### src/rtl/rotmask_pkg.sv
package rotmask_pkg;
  localparam int WORD_W = 64;
  localparam int HALF_W = WORD_W / 2;
  localparam int IDX_W  = $clog2(WORD_W);
  localparam int HIDX_W = IDX_W - 1;

  typedef struct packed {
    logic             halfMode;
    logic [IDX_W-1:0] rotAmt;
    logic [IDX_W-1:0] mBegin;
    logic [IDX_W-1:0] mEnd;
    logic             wrapSel;
    logic             oneBit;
  } ctrlStrobes_t;
endpackage

### src/rtl/rmu_ctrl.sv
module rmu_ctrl
  import rotmask_pkg::*;
(
  input  logic [IDX_W-1:0] shAmt,
  input  logic [IDX_W-1:0] maskBegin,
  input  logic [IDX_W-1:0] maskEnd,
  input  logic             wordMode,
  output ctrlStrobes_t     ctrl
);
  localparam logic [IDX_W-1:0] HALF_OFS = IDX_W'(HALF_W);

  logic [IDX_W-1:0] effBegin;
  logic [IDX_W-1:0] effEnd;
  logic [IDX_W-1:0] effAmt;

  // word mode: indices move into the low half, amount wraps at 32
  always_comb begin
    if (wordMode) begin
      effBegin = HALF_OFS + {1'b0, maskBegin[HIDX_W-1:0]};
      effEnd   = HALF_OFS + {1'b0, maskEnd[HIDX_W-1:0]};
      effAmt   = {1'b0, shAmt[HIDX_W-1:0]};
    end else begin
      effBegin = maskBegin;
      effEnd   = maskEnd;
      effAmt   = shAmt;
    end
  end

  always_comb begin
    ctrl.halfMode = wordMode;
    ctrl.rotAmt   = effAmt;
    ctrl.mBegin   = effBegin;
    ctrl.mEnd     = effEnd;
    ctrl.wrapSel  = effBegin > effEnd;
    ctrl.oneBit   = effBegin == effEnd;
  end


  always_comb begin
    if (wordMode) begin
      half_index_chk: assert (ctrl.mBegin[IDX_W-1] && ctrl.mEnd[IDX_W-1])
        else $error("word-mode index not in low half");
    end
  end
endmodule

### src/rtl/rmu_datapath.sv
module rmu_datapath
  import rotmask_pkg::*;
(
  input  logic [WORD_W-1:0] opIn,
  input  ctrlStrobes_t      ctrl,
  output logic [WORD_W-1:0] rotOut,
  output logic [WORD_W-1:0] maskOut,
  output logic [WORD_W-1:0] resultOut
);
  logic [WORD_W-1:0]   srcWord;
  logic [2*WORD_W-1:0] dblWord;

  assign srcWord = ctrl.halfMode ? {opIn[HALF_W-1:0], opIn[HALF_W-1:0]} : opIn;
  assign dblWord = {srcWord, srcWord} << ctrl.rotAmt;
  assign rotOut  = dblWord[2*WORD_W-1:WORD_W];

  // one cell per MSB-first position
  for (genvar p = 0; p < WORD_W; p++) begin : g_maskCell
    localparam logic [IDX_W-1:0] POS = IDX_W'(p);
    logic geBegin;
    logic leEnd;
    assign geBegin = POS >= ctrl.mBegin;
    assign leEnd   = POS <= ctrl.mEnd;
    assign maskOut[WORD_W-1-p] = ctrl.wrapSel ? (geBegin | leEnd) : (geBegin & leEnd);
  end

  assign resultOut = rotOut & maskOut;

  always_comb begin

    if (!ctrl.wrapSel) begin
      mask_span_chk: assert ($countones(maskOut) == int'(ctrl.mEnd) - int'(ctrl.mBegin) + 1)
        else $error("plain mask width wrong");
    end

    if (ctrl.wrapSel) begin
      mask_wrap_chk: assert (maskOut[WORD_W-1] && maskOut[0] &&
          $countones(maskOut) == WORD_W + 1 - int'(ctrl.mBegin) + int'(ctrl.mEnd))
        else $error("wrapped mask shape wrong");
    end

    if (ctrl.oneBit) begin
      mask_single_chk: assert ($onehot(maskOut))
        else $error("single-bit mask not one-hot");
    end

    if (ctrl.halfMode) begin
      half_rep_chk: assert (rotOut[WORD_W-1:HALF_W] == rotOut[HALF_W-1:0])
        else $error("word-mode halves differ");
    end
  end
endmodule

### src/rtl/rotmask_unit.sv
module rotmask_unit
  import rotmask_pkg::*;
(
  input  logic [WORD_W-1:0] opIn,
  input  logic [IDX_W-1:0]  shAmt,
  input  logic [IDX_W-1:0]  maskBegin,
  input  logic [IDX_W-1:0]  maskEnd,
  input  logic              wordMode,
  output logic [WORD_W-1:0] rotOut,
  output logic [WORD_W-1:0] maskOut,
  output logic [WORD_W-1:0] resultOut
);
  ctrlStrobes_t ctrl;

  rmu_ctrl u_ctrl (
    .shAmt    (shAmt),
    .maskBegin(maskBegin),
    .maskEnd  (maskEnd),
    .wordMode (wordMode),
    .ctrl     (ctrl)
  );

  rmu_datapath u_dp (
    .opIn     (opIn),
    .ctrl     (ctrl),
    .rotOut   (rotOut),
    .maskOut  (maskOut),
    .resultOut(resultOut)
  );

  always_comb begin

    if (!wordMode && shAmt == '0) begin
      zero_rot_chk: assert (rotOut == opIn) else $error("zero rotate altered operand");
    end

    and_subset_chk: assert ((resultOut & ~rotOut) == '0 && (resultOut & ~maskOut) == '0)
      else $error("result has bits outside rot/mask");
  end
endmodule

### config.mk
export PLATFORM = sky130hd
export DESIGN_NAME = rotmask_unit
export DESIGN_NICKNAME = d
export VERILOG_FILES = /design/src/rtl/rotmask_pkg.sv /design/src/rtl/rmu_ctrl.sv /design/src/rtl/rmu_datapath.sv /design/src/rtl/rotmask_unit.sv
export SDC_FILE = /design/constraint.sdc
export NUM_CORES = 1
export LEC_CHECK = 0
export BUFFER_PORTS_ARGS = -buffer_cell sky130_fd_sc_hd__buf_2
export CAP_MARGIN = 20
export CORE_UTILIZATION = 45
export DETAILED_ROUTE_END_ITERATION = 16
export PLACE_DENSITY = 0.79
export SYNTH_ARGS = -nofsm -noshare
export SYNTH_HDL_FRONTEND = slang
export SYNTH_SLANG_ARGS = --single-unit
export TNS_END_PERCENT = 20
### constraint.sdc
create_clock -name vclk -period 4.3
set_input_delay 0.86 -clock vclk [all_inputs]
set_output_delay 0.86 -clock vclk [all_outputs]
set_load 0.01 [all_outputs]
# After elaboration in Yosys (flattened, before gate mapping)
# Cells that the tools add are included.
# word_totals
elab_cells	329
in_bits	83
regBits	0
# classes
addsub	2
n_bitwise	129
shift	1
magnitude_cmp	129
n_mux	68
# op_table
operator	count
greater-or-equal comparator 6 bit (first input constant)	32
less-or-equal comparator 6 bit (first input constant)	32
<< shifter 128 x 6 -> 128 bit	1
greater-or-equal comparator 5 x 6 -> 1 bit (first input constant)	16
less-or-equal comparator 5 x 6 -> 1 bit (first input constant)	16
bitwise AND 1 bit	64
bitwise AND 64 bit	1
2-to-1 mux 1 bit	64
2-to-1 mux 64 bit	1
OR 1 bit	64
greater-or-equal comparator 4 x 6 -> 1 bit (first input constant)	8
less-or-equal comparator 4 x 6 -> 1 bit (first input constant)	8
greater-or-equal comparator 3 x 6 -> 1 bit (first input constant)	4
less-or-equal comparator 3 x 6 -> 1 bit (first input constant)	4
2-to-1 mux 6 bit	3
adder 6 x 5 -> 6 bit (first input constant)	2
greater-or-equal comparator 1 x 6 -> 1 bit (first input constant)	2
greater-or-equal comparator 2 x 6 -> 1 bit (first input constant)	2
less-or-equal comparator 1 x 6 -> 1 bit (first input constant)	2
less-or-equal comparator 2 x 6 -> 1 bit (first input constant)	2
> comparator 6 bit	1

# Logic depth before layout (Yosys ltp)
# depth
word_depth	6
ltp_mapped	12

# Modules after synthesis
# Synthesis repeated with hierarchy kept, for this count alone.
# hier_totals
hier_cells	1191
area_unflattened_um2	9581.7
# by_module_without_submodules
module	cells_per_inst	n_inst	area_each_um2
rmu_datapath	1151	1	9296.4
rmu_ctrl	40	1	285.3

# Least setup slack after synthesis
# No wires, ideal clock.
# synth_path
path_type	input to output
start	input port maskEnd[4]
end	output port resultOut[17]
path_buffers	3
stages	11
slack_ns	-0.007
arrival_ns	3.447
path_cell_list	clkbuf_1 inv_1 clkbuf_1 ha_1 nor2_1 a21oi_1 o211ai_2 a22oi_2 buf_6 a221oi_1 a2111oi_0
# synth_between
elab_chain_len	6
word_cells_on_any_way	8
classes_between	add/sub (1); order compare (2); mux (2); bitwise (3)
# synth_rtl
item	line	text
start: declaration	rotmask_unit.sv:7	input logic [IDX_W-1:0] maskEnd,
adder 6 x 5 -> 6 bit	rmu_ctrl.sv:20	effEnd = HALF_OFS + {1'b0, maskEnd[HIDX_W-1:0]};
2-to-1 mux 6 bit *	rmu_ctrl.sv:18	if (wordMode) begin
less-or-equal comparator 6 bit	rmu_datapath.sv:23	assign leEnd = POS <= ctrl.mEnd;
bitwise AND 1 bit / OR 1 bit (equally long branches)	rmu_datapath.sv:24	assign maskOut[WORD_W-1-p] = ctrl.wrapSel ? (geBegin | leEnd) : (geBegin & leEnd);
2-to-1 mux 1 bit *	rmu_datapath.sv:24	
bitwise AND 64 bit *	rmu_datapath.sv:27	assign resultOut = rotOut & maskOut;
end: declaration	rotmask_unit.sv:11	output logic [WORD_W-1:0] resultOut
# Mark *: on every way between the ends. The rest lies on a longest branch, timed or not.

# Worst setup path in the final report
# layout_path
start	input port shAmt[2]
end	output port resultOut[48]
# layout_between
elab_chain_len	3
# layout_rtl
item	line	text
start: declaration	rotmask_unit.sv:5	input logic [IDX_W-1:0] shAmt,
2-to-1 mux 6 bit	rmu_ctrl.sv:18	
<< shifter 128 x 6 -> 128 bit	rmu_datapath.sv:14	assign dblWord = {srcWord, srcWord} << ctrl.rotAmt;
bitwise AND 64 bit	rmu_datapath.sv:27	
# Every way passes these cells.

==> run_results.csv <==
group,metric,value,unit
synth,syn-num-nets,1383,
route,drtIter0Drc,1686,
timing,finalHoldViolCount,0,
timing,setup_ws,-0.0238,ns
layout,utilization,0.615,
layout,fin_area,13100,um2
layout,syn_to_final_growth,32.3,%
power_and_ir_drop,power.density,202,nW/um2
route,vias_per_cell,7.23,
layout,multi_input_area,9210,um2
setup_path,crit_fanout,26,
die,die_w,150,um
placement,place.gp.congestion,1.14,
route,dr.pass1.iters,7,
outcome,violations,"setup timing",
worst_hold_path,min-delay-start,"maskEnd[1]",
power_and_ir_drop,p_int,1.08,mW
layout,nClkBuffers,0,
synth,yosys-top-cells-area,"mux4_2 23%, mux2i_1 7.8%, mux2_2 6.9%",
global_routing,grt_pass1_wl,86.1,mm
timing,hold_slack,2.31,ns
timing,slew_headroom,0.417,
global_routing,grt_overflow,0,
synth,synthCells,1295,
timing,worst_slew_pin_slew,0.867,ns
setup_path,cp-start-kind,"primary input",
layout,design.seq.count,0,
die,rows,53,
die,die_area,22600,um2
layout,nets,1765,
power_and_ir_drop,cellLeakagePower,5.81,nW
synth,ys_types,78,
route,vias,14100,
placement,numPortBuffers,275,
route,wl,59.8,mm
timing,slew_violations,0,
outcome,outcome,"complete, but fails checks",
global_routing,antenna_found_initial,8,
route,antenna_left,0,
global_routing,track_usage,0.524,
timing,min_period,4.32,ns
timing,setup_violations,1,
placement,hpwlAfterDp,48.8,mm
setup_path,worstSetupPathType,"in2out",
worst_hold_path,hold_class,"in2out",
synth,yosysTopAreaCell,"mux4_2",
die,initial_core_util,0.465,
synth,ys_warn_count,0,
die,core-area,21300,um2
global_routing,grt_pass1_vias,13000,
synth,syn-cell-area,9890,um2
power_and_ir_drop,seq_power_share,0,
power_and_ir_drop,ir_worst_vdd,0.100,mV
setup_path,cp.required,3.44,ns
power_and_ir_drop,pwr-share-clk,0,
timing,fmax,231,MHz
power_and_ir_drop,switching_power,1.57,mW
global_routing,grt_max_degree,81,
timing,finalCritPeriodShare,1.01,
die,io_pins,275,
route,wire_per_inst,30.6,um
setup_path,crit_path_end_kind,"primary output",
timing,rsz0062_at_grt,"false",
setup_path,crit_start,"shAmt[2]",
route,drc,0,
layout,fillers,1944,
layout,drive_gt1_frac,0.430,
synth,avgSynthCellArea,7.64,um2
die,die_height,150,um
synth,synth_top_cell_area_share,0.228,
job,cap_viol_max_count,0,
power_and_ir_drop,p_sw_frac,0.592,
setup_path,worst_ep_arrival_time,3.46,ns
power_and_ir_drop,comb_power_share,1.000,
synth,seq_area_frac_synth,0,
layout,ff_latch_area,0,um2
power_and_ir_drop,power,2.64,mW
placement,place_area,13000,um2
==> metrics by stage <==
| stage | worst slack, ns | setup TNS [ns] | cells |
|---|---|---|---|
| 2_1_floorplan | 0.000344 | 0 | 1295 |
| 3_3_place_gp | -0.0946 | -0.527 | 1947 |
| 3_5_place_dp | -0.0793 | -0.772 | 1947 |
| 4_1_cts | 0.00617 | 0 | 1949 |
| 5_1_grt | 0.00295 | 0 | 1951 |
| 6_report | -0.0238 | -0.0238 | 1956 |
==> metal layers <==
metal / vias to the layer above / global-route usage / wire length, um / share of wire
li1: 5866 / - / - / -
met1: 6477 / 0.595 / 19700 / 0.33
met2: 1372 / 0.809 / 25900 / 0.43
met3: 413 / 0.161 / 8010 / 0.13
met4: 6 / 0.435 / 6140 / 0.10
met5: - / 0 / 42 / 0.00070
==> cells in the final DEF (no fill, tap or decap), drive strengths merged, types with 11 or more instances in the layout <==
cell	netlist	final
maj3	24	24
and2	34	34
a221o	11	11
nor2	144	144
nand3	24	24
mux2	63	63
buf	55	511
a31oi	14	14
or2	14	14
inv	36	37
a21oi	86	86
o21ai	69	69
nor3	30	30
o22ai	29	29
a21boi	19	19
a22oi	18	18
a211oi	29	29
mux4	110	110
mux2i	77	77
nand2	140	140
o211ai	21	21
==> Yosys cell counts, types with 12 or more instances <==
cell type / instances
a211oi_1: 29
a22oi_1: 17
a21boi_0: 17
a31oi_1: 14
mux4_2: 100
o21ai_0: 68
inv_1: 33
clkbuf_1: 77
o22ai_1: 29
buf_2: 28
nor2_1: 144
maj3_1: 24
mux2i_1: 77
nand3_1: 24
mux2_2: 61
o211ai_1: 20
or2_2: 12
nand2_1: 140
nor3_1: 30
a21oi_1: 86
and2_1: 33
==> path summary, 6_finish.rpt <==
kind / endpoint / depth (start not counted)
worst max-delay path: resultOut[48] / 12
worst min-delay path: maskOut[62] / 5
==> power groups by stage <==
stage                     registers, mW  clock network (mW)  logic, mW
after global placement                0                   0       2.49
final                                 0         0.000000208       2.64
after CTS                             0                   0       2.51
after detailed placement              0                   0       2.50
after floorplan                       0                   0       1.35
after global routing                  0         0.000000102       2.75
==> cells by family (layout without fill, tap and decap cells) <==
group,after synthesis,count (layout),share of synthesized area
compound gates,414,414,0.290
fa+ha+maj,29,29,0.0306
buf+inv,169,549,0.0764
mux,250,250,0.405
other cells,0,6,0
simple gates,433,433,0.198
==> what timing repair did <==
action	4_1_cts	5_1_grt
endpoints found under the setup margin	21	35
hold buffers	0	0
setup buffers	2	1
pin swaps	0	3
resized for setup	6	21
==> layout make-up <==
type / instances / share of cell area
antenna: 6 / 0.00115
inverter: 37 / 0.0106
multi-input combinational: 1126 / 0.704
tap: 275 / 0.0263
timing repair buffer: 512 / 0.258
==> critical path, cell delays in order <==
cell and delay [ns]:
buf_2 0.11, buf_12 0.20, buf_4 0.25, nor2_1 0.08, a211oi_1 0.45, buf_4 0.22, nor2_1 0.08, a21oi_1 0.31
o2111ai_1 0.31, a21boi_0 0.27, buf_4 0.17, buf_2 0.13
Power figures use the tool's default switching activity.
